$ cat src/rtl/lbr_pkg.sv
package lbr_pkg;
  typedef enum logic [1:0] {
    OP_RD  = 2'b00,
    OP_WR  = 2'b01,
    OP_TAS = 2'b10
  } mem_op_e;

  typedef enum logic [2:0] {
    S_IDLE,
    S_POLL_REQ,
    S_POLL_WAIT,
    S_TAS_REQ,
    S_TAS_WAIT,
    S_BACKOFF,
    S_HELD,
    S_REL_REQ
  } req_state_e;

  localparam logic LOCK_FREE = 1'b0;
  localparam logic LOCK_BUSY = 1'b1;
endpackage

$ cat src/rtl/lbr_backoff.sv
module lbr_backoff #(
  parameter int DLY_MIN = 2,
  parameter int DLY_MAX = 16,
  localparam int DW = $clog2(DLY_MAX + 1)
) (
  input  logic          clk_i,
  input  logic          rst_ni,
  input  logic          restart_i,
  input  logic          collide_i,
  output logic [DW-1:0] dly_o,
  output logic          expire_o
);
  logic [DW-1:0] dly_q, cnt_q;
  logic [DW:0]   dbl;
  logic [DW-1:0] dly_nxt;

  assign dbl     = {dly_q, 1'b0};
  assign dly_nxt = (dbl > (DW+1)'(DLY_MAX)) ? DW'(DLY_MAX) : dbl[DW-1:0];

  always_ff @(posedge clk_i or negedge rst_ni) begin
    if (!rst_ni) begin
      dly_q <= DW'(DLY_MIN);
      cnt_q <= '0;
    end else begin
      if (restart_i)      dly_q <= DW'(DLY_MIN);
      else if (collide_i) dly_q <= dly_nxt;

      // wait length uses the delay in force at the collision
      if (collide_i)          cnt_q <= dly_q;
      else if (cnt_q != '0)   cnt_q <= cnt_q - 1'b1;
    end
  end

  assign dly_o    = dly_q;
  assign expire_o = (cnt_q == DW'(1));
endmodule

$ cat src/rtl/lbr_fsm.sv
module lbr_fsm
  import lbr_pkg::*;
(
  input  logic    clk_i,
  input  logic    rst_ni,
  input  logic    acq_i,
  input  logic    rel_i,
  input  logic    expire_i,
  input  logic    req_ready_i,
  input  logic    rsp_valid_i,
  input  logic    rsp_old_i,
  output logic    req_valid_o,
  output mem_op_e req_op_o,
  output logic    grant_o,
  output logic    restart_o,
  output logic    collide_o
);
  req_state_e st_q, st_d;

  always_ff @(posedge clk_i or negedge rst_ni) begin
    if (!rst_ni) st_q <= S_IDLE;
    else         st_q <= st_d;
  end

  always_comb begin
    st_d        = st_q;
    req_valid_o = 1'b0;
    req_op_o    = OP_RD;
    grant_o     = 1'b0;
    restart_o   = 1'b0;
    collide_o   = 1'b0;
    unique case (st_q)
      S_IDLE: begin
        if (acq_i) begin
          restart_o = 1'b1;
          st_d      = S_POLL_REQ;
        end
      end
      S_POLL_REQ: begin
        req_valid_o = 1'b1;
        req_op_o    = OP_RD;
        if (req_ready_i) st_d = S_POLL_WAIT;
      end
      S_POLL_WAIT: begin
        if (rsp_valid_i)
          st_d = (rsp_old_i == LOCK_FREE) ? S_TAS_REQ : S_POLL_REQ;
      end
      S_TAS_REQ: begin
        req_valid_o = 1'b1;
        req_op_o    = OP_TAS;
        if (req_ready_i) st_d = S_TAS_WAIT;
      end
      S_TAS_WAIT: begin
        if (rsp_valid_i) begin
          if (rsp_old_i == LOCK_FREE) begin
            restart_o = 1'b1;
            st_d      = S_HELD;
          end else begin
            collide_o = 1'b1;
            st_d      = S_BACKOFF;
          end
        end
      end
      S_BACKOFF: begin
        if (expire_i) st_d = S_POLL_REQ;
      end
      S_HELD: begin
        grant_o = 1'b1;
        if (rel_i) st_d = S_REL_REQ;
      end
      S_REL_REQ: begin
        req_valid_o = 1'b1;
        req_op_o    = OP_WR;
        if (req_ready_i) st_d = S_IDLE;
      end
      default: st_d = S_IDLE;
    endcase
  end
endmodule

$ cat src/rtl/lock_backoff_req.sv
module lock_backoff_req
  import lbr_pkg::*;
#(
  parameter int DLY_MIN = 2,
  parameter int DLY_MAX = 16,
  localparam int DW = $clog2(DLY_MAX + 1)
) (
  input  logic       clk_i,
  input  logic       rst_ni,
  input  logic       acq_i,
  input  logic       rel_i,
  output logic       grant_o,
  output logic       req_valid_o,
  input  logic       req_ready_i,
  output logic [1:0] req_op_o,
  output logic       req_wdata_o,
  input  logic       rsp_valid_i,
  input  logic       rsp_old_i
);
  logic          restart_w, collide_w, expire_w;
  logic [DW-1:0] dly_w;
  mem_op_e       op_w;

  lbr_fsm u_fsm (
    .clk_i       (clk_i),
    .rst_ni      (rst_ni),
    .acq_i       (acq_i),
    .rel_i       (rel_i),
    .expire_i    (expire_w),
    .req_ready_i (req_ready_i),
    .rsp_valid_i (rsp_valid_i),
    .rsp_old_i   (rsp_old_i),
    .req_valid_o (req_valid_o),
    .req_op_o    (op_w),
    .grant_o     (grant_o),
    .restart_o   (restart_w),
    .collide_o   (collide_w)
  );

  lbr_backoff #(
    .DLY_MIN (DLY_MIN),
    .DLY_MAX (DLY_MAX)
  ) u_backoff (
    .clk_i     (clk_i),
    .rst_ni    (rst_ni),
    .restart_i (restart_w),
    .collide_i (collide_w),
    .dly_o     (dly_w),
    .expire_o  (expire_w)
  );

  assign req_op_o    = op_w;
  assign req_wdata_o = LOCK_FREE;
endmodule

$ cat config.mk
export PLATFORM = sky130hd
export DESIGN_NAME = lock_backoff_req
export DESIGN_NICKNAME = d
export VERILOG_FILES = /design/src/rtl/lbr_pkg.sv /design/src/rtl/lbr_backoff.sv /design/src/rtl/lbr_fsm.sv /design/src/rtl/lock_backoff_req.sv
export SDC_FILE = /design/constraint.sdc
export NUM_CORES = 1
export LEC_CHECK = 0
export BUFFER_PORTS_ARGS = -buffer_cell sky130_fd_sc_hd__clkbuf_2
export CORE_ASPECT_RATIO = 0.75
export CORE_MARGIN = 2
export CORE_UTILIZATION = 45
export CTS_CLUSTER_DIAMETER = 30
export CTS_CLUSTER_SIZE = 14
export DETAILED_ROUTE_END_ITERATION = 8
export GPL_ROUTABILITY_DRIVEN = 0
export HOLD_SLACK_MARGIN = 0.06
export PLACE_DENSITY = 0.65
export RECOVER_POWER = 25
export SLEW_MARGIN = 20
export SYNTH_ARGS = -nofsm -noshare
export SYNTH_HDL_FRONTEND = slang
export SYNTH_HIERARCHICAL = 1
export SYNTH_SLANG_ARGS = --single-unit
$ cat constraint.sdc
create_clock -name clk_i -period 1.9 [get_ports clk_i]
set_clock_uncertainty 0.05 [all_clocks]
set_input_delay 0.57 -clock clk_i [delete_from_list [all_inputs] [get_ports clk_i]]
set_output_delay 0.57 -clock clk_i [all_outputs]
set_load 0.01 [all_outputs]
==> impl_results.md <==
* Outcome: finished, final reports clean
* Post-Syn Nets at 90
* Max Cap Violations at 0
* Port Buf Inserts at 10
* Synth Warn # at 6
* Cts bufs inserted at 3
* Crit. End Element: output pin
* Vias per Instance at approximately 5.3
* DRT Wirelength at about 1400 um
* Critical Path RT at around 1.3 ns
* Crit path kind: reg -> out
* Layout fillers at roughly 150
* Pleak at between 0.4 and 0.5 nW
* Slew HR at about three fifths
* Syn Area/Cell at 9.654 um^2
* First-pass GRT wire length at between 2000 and 2500 um
* Clock transition at path regs at about 0.07 ns
* Vias in the first global route at between 500 and 600
* Hold Fails Final Rpt at 0
* Area Growth Syn to Fin at 14.40%
* GRT overflow at 0
* Placed cell area at roughly 850 um^2
* Total number of vias at just over 600
* Layout net count at 105
* Most frequent cells in the layout: 11 x dfrtp_1, 9 x clkbuf_2, 7 x nand2_1, 6 x nor2_1
* Hold_ws at about 0.24 ns
* Tmin final at roughly 1.8 ns
* Clk buf depth at 2
* Clock Latency Late Sink at roughly 0.27 ns
* Core region area at 1675 um^2
* Highest clock rate at 546.2 MHz
* Leading cell type in the layout, fill and taps excluded: dfrtp_1
* Final WS setup at slightly below 0.07 ns
* Placement Rows at 13
* Crit-path cells: or2b_4 > and2_1 > clkbuf_2
* Worst-Margin Slew at ~0.63 ns
* Initial antenna violation count at 0
* # DRC at 0
* Mapped Area at roughly 780 um^2
* Final Setup Violations at 0
* Die W at 52.14 um
* DR iter-0 viols at 8
* Share of cells above drive strength 1 at 28.42%
* RSZ-0062 raised after global routing: no
* Maximum VDD drop at 0.6186 mV
* Slew Viols, Final at 0
* CTS tree: built
* Num ports at 12
* Die Area at ~2100 um^2
* Fin Setup TNS at 0 ns
* Final Cycle Share at between 90% and 100%
* GRT Overall Usage at between 10% and 20%
* Post-CTS Setup Bufs at 0
* DR pass1 iterations at 4
* Diodes inserted at 0
* Worst setup SP type: flip-flop
* Finished Cell Area at roughly 890 um^2
* Largest net degree at the start of global routing at 13
* Mapped Cells at slightly above 80
* Slowest stage delay, CP at about 0.4 ns
* Post-Place Worst Slack at roughly 0.15 ns
* Power Dens Cells at around 1500 nW/um^2
* H-tree depth at 1
* Detail Route Antenna Nets at 0
* Worst Hold Class: in -> async
* Die H at roughly 40 um
* Critical Path Fanout Max at 4
* Initial Utilization at 46.68%
* Routed len/inst at about 12 um
* Worst path slowest cell: dfrtp_1
* Critical Path AT at 1.21 ns
* HPWL Detailed at roughly 1100 um
* Clk root buf: clkbuf_4
* Clock Sinks at 12
[registers in the layout, summed over array words and instances, names as in the netlist]
name and count:
u_fsm/st_q 3, u_backoff/cnt_q 5, u_backoff/dly_o 4
[worst paths after layout]
check                                        start            endpoint  slack (ns)  cells after the start
worst max-delay path                 u_fsm/st_q[1]         req_valid_o        0.07                      3
worst min-delay path                        rst_ni  u_backoff/cnt_q[3]        0.24                      1
worst max register to register  u_backoff/cnt_q[0]  u_backoff/cnt_q[1]        0.21                      5
worst min register to register  u_backoff/dly_o[2]  u_backoff/cnt_q[2]        0.47                      2
max in group asynchronous                   rst_ni       u_fsm/st_q[0]        1.16                      1
min in group clk_i              u_backoff/dly_o[2]  u_backoff/cnt_q[2]        0.47                      2
[cell type report]
class,count,area (um^2),share of cell area (%)
inverter,5,18.77,2.098
multi-input combinational,59,420.4,46.99
timing repair buffer,15,90.09,10.07
sequential,12,301.5,33.71
clock buffer,4,36.28,4.056
tap,22,27.53,3.077
[critical path: cells and delay by family, from the launching register on]
kind          cells  cell delay [ns]
flops             1             0.41
buf+inv           1             0.12
simple gates      2             0.41
[routing by layer]
layer	vias up	track usage (%)	wire, um
met5	-	0	0
met4	0	3.846	6
met3	2	6.716	34
met2	6	24.37	653
met1	294	22.81	746
li1	314	-	-
[per-stage QoR]
stage | total power [mW] | std cells | util, %
6_report | 1.375 | 117 | 53.40
5_1_grt | 1.486 | 117 | 53.40
4_1_cts | 1.365 | 117 | 53.10
3_5_place_dp | 1.160 | 113 | 50.93
3_3_place_gp | 1.149 | 113 | 50.93
2_1_floorplan | 1.009 | 81 | -
[where the power goes]
| part | switching [mW] | internal (mW) | leakage [nW] |
|---|---|---|---|
| registers | 0.111 | 0.365 | 0.150 |
| clock network | 0.0785 | 0.116 | 0.0210 |
| logic | 0.328 | 0.376 | 0.231 |
[timing repair]
item / in CTS / in global routing
hold buffers: 0 / 0
endpoints found under the setup margin: 0 / 3
resized for setup: 0 / 2
Note: power is estimated with default switching activity, not from simulation.
